## src/rtl/alu8_pkg.sv

```systemverilog
package alu8_pkg;
  localparam int unsigned DATA_W = 8;

  typedef enum logic [3:0] {
    OP_ADD = 4'd0,
    OP_ADC = 4'd1,
    OP_SUB = 4'd2,
    OP_SBC = 4'd3,
    OP_CMP = 4'd4,
    OP_AND = 4'd5,
    OP_OR  = 4'd6,
    OP_XOR = 4'd7,
    OP_NEG = 4'd8,
    OP_INC = 4'd9,
    OP_DEC = 4'd10
  } alu_op_e;

  typedef enum logic [1:0] {
    LG_AND = 2'd0,
    LG_OR  = 2'd1,
    LG_XOR = 2'd2
  } logic_fn_e;

  // flag bit positions, decoded by condition logic downstream
  localparam int unsigned FB_C  = 0;
  localparam int unsigned FB_N  = 1;
  localparam int unsigned FB_PV = 2;
  localparam int unsigned FB_H  = 4;
  localparam int unsigned FB_Z  = 6;
  localparam int unsigned FB_S  = 7;
endpackage

```

## src/rtl/alu8_addsub.sv

```systemverilog
module alu8_addsub #(
  parameter int unsigned W = 8
) (
  input  logic [W-1:0] x_i,
  input  logic [W-1:0] y_i,
  input  logic         sub_i,
  input  logic         cin_i,
  output logic [W-1:0] sum_o,
  output logic         carry_o,
  output logic         half_o,
  output logic         ovf_o
);
  localparam int unsigned HB = W / 2;

  logic [W-1:0] y_eff;
  logic         cin_eff;
  logic [W:0]   full;

  // subtraction as x + ~y + ~borrow; carry flag reports borrow
  assign y_eff   = sub_i ? ~y_i : y_i;
  assign cin_eff = sub_i ^ cin_i;
  assign full    = {1'b0, x_i} + {1'b0, y_eff} + {{W{1'b0}}, cin_eff};
  assign sum_o   = full[W-1:0];
  assign carry_o = full[W] ^ sub_i;
  assign half_o  = x_i[HB] ^ y_i[HB] ^ sum_o[HB];
  assign ovf_o   = (x_i[W-1] == y_eff[W-1]) && (sum_o[W-1] != x_i[W-1]);

  always_comb begin
    if (sub_i && !cin_i) begin
      assert_sub_borrow_R3: assert (carry_o == (x_i < y_i));
    end
    if (!sub_i && !cin_i && (y_i == '0)) begin
      assert_add_zero_R2: assert (!carry_o && !ovf_o && (sum_o == x_i));
    end
  end
endmodule

```

## src/rtl/alu8_logic.sv

```systemverilog
module alu8_logic #(
  parameter int unsigned W = 8
) (
  input  logic [W-1:0] a_i,
  input  logic [W-1:0] b_i,
  input  logic [1:0]   fn_i,
  output logic [W-1:0] res_o,
  output logic         even_o
);
  import alu8_pkg::*;

  always_comb begin
    case (logic_fn_e'(fn_i))
      LG_AND:  res_o = a_i & b_i;
      LG_OR:   res_o = a_i | b_i;
      LG_XOR:  res_o = a_i ^ b_i;
      default: res_o = '0;
    endcase
  end

  assign even_o = ~^res_o;

  always_comb begin
    if (fn_i == LG_AND) begin
      assert_and_subset_R7: assert ((res_o & ~a_i) == '0);
    end
    if (fn_i == LG_OR) begin
      assert_or_superset_R7: assert ((a_i & ~res_o) == '0);
    end
  end
endmodule

```

## src/rtl/alu8_core.sv

```systemverilog
module alu8_core
  import alu8_pkg::*;
(
  input  logic [7:0] acc_i,
  input  logic [7:0] opnd_i,
  input  logic [7:0] flags_i,
  input  logic [3:0] op_i,
  output logic [7:0] result_o,
  output logic       result_we_o,
  output logic [7:0] flags_o
);
  localparam int unsigned W = DATA_W;

  logic [W-1:0] as_x, as_y, as_sum, lg_res;
  logic         as_sub, as_cin, as_c, as_h, as_v;
  logic         keep_c, is_logic, valid, lg_even;
  logic [1:0]   lg_fn;

  always_comb begin
    as_x     = acc_i;
    as_y     = opnd_i;
    as_sub   = 1'b0;
    as_cin   = 1'b0;
    keep_c   = 1'b0;
    is_logic = 1'b0;
    lg_fn    = LG_AND;
    valid    = 1'b1;
    result_we_o = 1'b1;
    case (op_i)
      OP_ADD: ;
      OP_ADC: as_cin = flags_i[FB_C];
      OP_SUB: as_sub = 1'b1;
      OP_SBC: begin as_sub = 1'b1; as_cin = flags_i[FB_C]; end
      OP_CMP: begin as_sub = 1'b1; result_we_o = 1'b0; end
      OP_NEG: begin as_x = '0; as_y = acc_i; as_sub = 1'b1; end
      OP_INC: begin as_y = W'(1); keep_c = 1'b1; end
      OP_DEC: begin as_y = W'(1); as_sub = 1'b1; keep_c = 1'b1; end
      OP_AND: is_logic = 1'b1;
      OP_OR:  begin is_logic = 1'b1; lg_fn = LG_OR; end
      OP_XOR: begin is_logic = 1'b1; lg_fn = LG_XOR; end
      default: begin valid = 1'b0; result_we_o = 1'b0; end
    endcase
  end

  alu8_addsub #(.W(W)) u_addsub (
    .x_i(as_x), .y_i(as_y), .sub_i(as_sub), .cin_i(as_cin),
    .sum_o(as_sum), .carry_o(as_c), .half_o(as_h), .ovf_o(as_v)
  );

  alu8_logic #(.W(W)) u_logic (
    .a_i(acc_i), .b_i(opnd_i), .fn_i(lg_fn),
    .res_o(lg_res), .even_o(lg_even)
  );

  always_comb begin
    result_o = acc_i;
    flags_o  = flags_i;
    if (valid) begin
      result_o = is_logic ? lg_res : as_sum;
      flags_o[FB_S] = result_o[W-1];
      flags_o[FB_Z] = (result_o == '0);
      if (is_logic) begin
        flags_o[FB_H]  = (lg_fn == LG_AND);
        flags_o[FB_PV] = lg_even;
        flags_o[FB_N]  = 1'b0;
        flags_o[FB_C]  = 1'b0;
      end else begin
        flags_o[FB_H]  = as_h;
        flags_o[FB_PV] = as_v;
        flags_o[FB_N]  = as_sub;
        flags_o[FB_C]  = keep_c ? flags_i[FB_C] : as_c;
      end
    end
  end

  always_comb begin
    assert_spare_bits_R8: assert ((flags_o[5] == flags_i[5]) && (flags_o[3] == flags_i[3]));
    if (op_i == OP_CMP) begin
      assert_cmp_no_write_R4: assert (!result_we_o && flags_o[FB_N]);
    end
    if ((op_i == OP_INC) || (op_i == OP_DEC)) begin
      assert_incdec_carry_R6: assert (flags_o[FB_C] == flags_i[FB_C]);
    end
    if ((op_i == OP_AND) || (op_i == OP_OR) || (op_i == OP_XOR)) begin
      assert_logic_clear_R7: assert (!flags_o[FB_N] && !flags_o[FB_C]);
    end
    if (op_i > 4'd10) begin
      assert_bad_op_R9: assert (!result_we_o && (flags_o == flags_i));
    end else begin
      assert_zero_flag_R1: assert (flags_o[FB_Z] == (result_o == 8'd0));
    end
  end
endmodule

```

## config.mk

```make
export PLATFORM = sky130hd
export DESIGN_NAME = alu8_core
export DESIGN_NICKNAME = d
export VERILOG_FILES = /design/src/rtl/alu8_pkg.sv /design/src/rtl/alu8_addsub.sv /design/src/rtl/alu8_logic.sv /design/src/rtl/alu8_core.sv
export SDC_FILE = /design/constraint.sdc
export NUM_CORES = 1
export LEC_CHECK = 0
export BUFFER_PORTS_ARGS = -buffer_cell sky130_fd_sc_hd__buf_2
export CAP_MARGIN = 20
export CORE_MARGIN = 5
export CORE_UTILIZATION = 45
export DETAILED_ROUTE_END_ITERATION = 12
export GPL_TIMING_DRIVEN = 0
export MAX_ROUTING_LAYER = met4
export PLACE_DENSITY = 0.77
export SYNTH_ARGS = -nofsm -noshare
export SYNTH_HDL_FRONTEND = slang
export SYNTH_SLANG_ARGS = --single-unit
```

## constraint.sdc

```tcl
create_clock -name vclk -period 7.85
set_input_delay 1.57 -clock vclk [all_inputs]
set_output_delay 1.57 -clock vclk [all_outputs]
set_load 0.005 [all_outputs]
```

Word level (Yosys, flattened, before mapping)
Index checks and enable logic that the tools add are counted.

word-level totals
  register bits = 0
  logic and storage cells = 54

cells by class
  add/subtract/negate cells = 2
  reduce and logical (&&, ||, !) cells = 11
  eq/ne operators = 14
  bitwise logic cells = 8
  mux-type cells = 19

operator list
  cell                  number
  $mux W8               4
  $pmux W8 S3           1
  $eq A4 B3 Y1 const B  4
  $pmux W8 S2           1
  $eq A4 B4 Y1 const B  3
  $reduce_or A11 Y1     1
  $reduce_or A10 Y1     1
  $add A8 B8 Y9         1
  $add A9 B1 Y9         1
  $mux W1               9
  $and A8 B8 Y8         1
  $eq A4 B2 Y1 const B  2
  $logic_not A8 Y1      1
  $not A8 Y8            1
  $or A8 B8 Y8          1
  $reduce_xnor A8 Y1    1
  $xor A8 B8 Y8         1
  $mux W3               2
  $reduce_or A5 Y1      1
  $eq A4 B1 Y1 const B  1
  $logic_not A4 Y1      1
  $pmux W2 S2           1
  $reduce_or A2 Y1      2
  $xor A1 B1 Y1         4
  other kinds (8)       8

Longest topological paths before layout
  depth in word-level cells = 11
  gate-level depth with buffers = 18

Cells and area by module
A second synthesis with hierarchy kept.

second synthesis, totals
  cell total of the unflattened synthesis = 221
  area total of the unflattened synthesis = 1,756.7 µm²

modules (own cells, without submodules)
  module       times used  area each (µm²)  cells an instance
  alu8_core    1           690.7            101
  alu8_logic   1           616.8            69
  alu8_addsub  1           449.2            51

Worst setup path after synthesis
OpenSTA, ideal clock, no wires.

  path kind = input to output
  start point = input port op_i[2]
  end point = output port flags_o[6]
  path slack = 1.352 ns
  arrival = 4.928 ns
  cell stages on the path = 18
  cells stage by stage = buf_2 > buf_1 > buf_1 > clkbuf_1 > a21oi_1 > nand2_1 > o21ai_0 > o21ai_0 > fa_1 > inv_1 > fa_1 > nand2b_1 > a21oi_1 > nor4_1 > a31o_2 > o31ai_1 > nor4bb_1 > a22o_1

on the way
  cells in the longest elaborated chain, start to end = 10
  elaborated cells between the ends (all ways) = 35

RTL lines
  item                        line               text
  start, declared             alu8_core.sv:7     input logic [3:0] op_i,
  $eq A4 B4 Y1                alu8_core.sv:29    case (op_i)
  $reduce_or A2 Y1 (no line)  --
  $pmux W8 S2                 alu8_core.sv:29
  $not A8 Y8                  alu8_addsub.sv:20  assign y_eff = sub_i ? ~y_i : y_i;
  $mux W8                     alu8_addsub.sv:20
  $add A8 B8 Y9               alu8_addsub.sv:22  assign full = {1'b0, x_i} + {1'b0, y_eff} + {{W{1'b0}}, cin_eff};
  $add A9 B1 Y9               alu8_addsub.sv:22
  $mux W8                     alu8_core.sv:59    result_o = is_logic ? lg_res : as_sum;
  $logic_not A8 Y1            alu8_core.sv:61    flags_o[FB_Z] = (result_o == '0);
  $mux W2 *                   alu8_core.sv:58    if (valid) begin
  end, declared               alu8_core.sv:10    output logic [7:0] flags_o

Every way passes the cells marked *; elsewhere a longest branch is shown, timed or not.

Worst setup path after layout
Ends and elaborated chain as after synthesis.

==> metrics.txt <==
final worst path period share between 90% and 100%; Yosys warning count 0; first-pass GRT wire length around 9300 um; height of the die ~76 um; max-slew violations 0; WL final 6007 um; cell family with most CP delay buffers and inverters; Vias/cell between 5 and 6; CP endpoint kind output pin; cell count after synthesis just over 300; WP data arrival just under 6 ns; Placed Cells incl. Taps approximately 400; GR Util All Layers 21.10%; RePlAce Congestion a little under 1; final core occ 51.75%; Max Clk Rate about 0.13 GHz; syn_area_per_cell 6.292 um2; largest cells by area after synthesis ha_1, nor2_1, a21oi_1, o21ai_0, xnor2_1; Worst-Margin Slew 0.6368 ns; Pre-antenna DRT Iters 5; number of clock buffers in the layout 0; DIE AREA roughly 5800 um2; Final min period 7.411 ns; Syn Nets 363; sequential cells 0; commonest non-fill, non-tap cell in the layout nor2_1; DRT iter0 DRCs 209; post_cts resized 0; Initial Utilization 45.43%; WP data required about 6.3 ns; most frequent cells in the layout nor2_1, buf_2, a21oi_1; Max IR drop VDD ~0.026 mV; crit-path max FO 10; worst-path cell chain buf_2 -> buf_1 -> buf_1 -> clkbuf_1 -> a21oi_1 -> nand2_1 -> o21ai_0 -> o21ai_0 -> fa_1 -> inv_1 -> fa_1 -> nand2b_1 -> a21oi_1 -> nor4_1 -> a31o_2 -> o31ai_1 -> nor4bb_1 -> a22o_1 -> buf_2; nets@finish between 400 and 500; Post-DRT Antenna Nets 0; max cap viols 0; RSZ-0062 raised after global routing false; num rows 24; die width roughly 76 um; Synth Cell Area 1951 um2; pwr/cell area approximately 86 nW/um2; Layout area overhead 13.92%; Routed wire per std cell between 10 and 15 um; Vias between 2000 and 2500; overflow left after global routing 0; initial antenna violation count 0; worst path buffer plus inverter count 6; Hold Violations, Final 0; Unique masters post-synth 51; register area 0 um2; pin count of the biggest net entering global routing 11; Largest stage delay, worst path around 0.45 ns; postcts setup bufs 0; cts hold-fix bufs 0; leak pwr between 0.001 and 0.0015 uW; share of cells above drive strength 1 between 10% and 20%; Yosys top cell area share between 10% and 20%; DRC 0; post-DP HPWL ~4800 um; Slew HR 57.31%; Non-Filler Instances 403; Hold WS ~3.3 ns; # diodes 0; setup violators final 0; Worst Hold Class input pin to output pin; Core ar. 4294 um2; startpoint types input pin; port bufs 41; CP Class input pin to output pin; vias in the first global route about 2000; CP max stage cell buf_1; register area share after synthesis 0%; outcome finished, final reports clean; Ports 45; Yosys top cell by area ha_1; TNS Setup 0 ns
-- Yosys cell counts (all sizes together), types with 2 or more instances --
cell     n
fa       2
mux2i   12
buf     12
a31oi    2
xnor2   14
o31ai    2
xor2     3
o22ai    3
clkbuf   9
o21ai   30
nor2    54
o221a    2
ha      23
o221ai   8
a211oi   4
nand2   21
a21oi   39
nor3b    2
and2     6
inv     24
o211ai   2
nor3     5
nor2b    2
mux2     2
nand2b   6
-- worst paths after layout --
| path | startpoint | to | slack, ns | cells past startpoint |
|---|---|---|---|---|
| max | op_i[2] | flags_o[6] | 0.44 | 19 |
| min | flags_i[5] | flags_o[5] | 3.31 | 2 |
-- routing by layer --
layer / global-route usage, % / part of all wire, % / up-vias
met4: 6.214 / 3.0 / 0
met2: 34.60 / 47 / 116
li1: - / - / 1181
met3: 1.187 / 8.9 / 14
met5: - / 0 / -
met1: 27.77 / 41 / 1015
-- per-stage QoR --
stage / total power (uW) / cell area [um2] / setup slack, ns
final: 190.2 / 2222 / 0.4390
after CTS: 188.0 / 2221 / 0.4559
after detailed placement: 187.2 / 2221 / 0.4712
after floorplan: 132.0 / 1951 / 1.352
after global placement: 184.2 / 2221 / 0.5001
after global routing: 211.0 / 2222 / 0.03954
-- final cells by class --
cell class                      instances  area, um2
Fill cell                             432       2072
Inverter                               24      90.09
Multi-Input combinational cell        265       1759
Tap cell                               52      65.06
Buffer                                 21      102.6
Timing Repair Buffer                   41      205.2
-- cells by family (layout without fill, tap and decap cells) --
kind of cell / count (synthesis) / count (layout) / share of synthesized area (%)
AOI/OAI and AO/OA: 103 / 103 / 32.59
xor gates and xnor gates: 17 / 17 / 7.633
adders and majority gates: 25 / 25 / 16.81
buffers and inverters: 45 / 86 / 9.814
muxes: 14 / 14 / 7.313
and+or+nand+nor: 106 / 106 / 25.85
-- report_power, final --
group          total [uW]  switching (uW)  internal, uW
Combinational         190             107          83.6
Sequential              0               0             0
Clock                   0               0             0
Power figures use the tool's default switching activity.
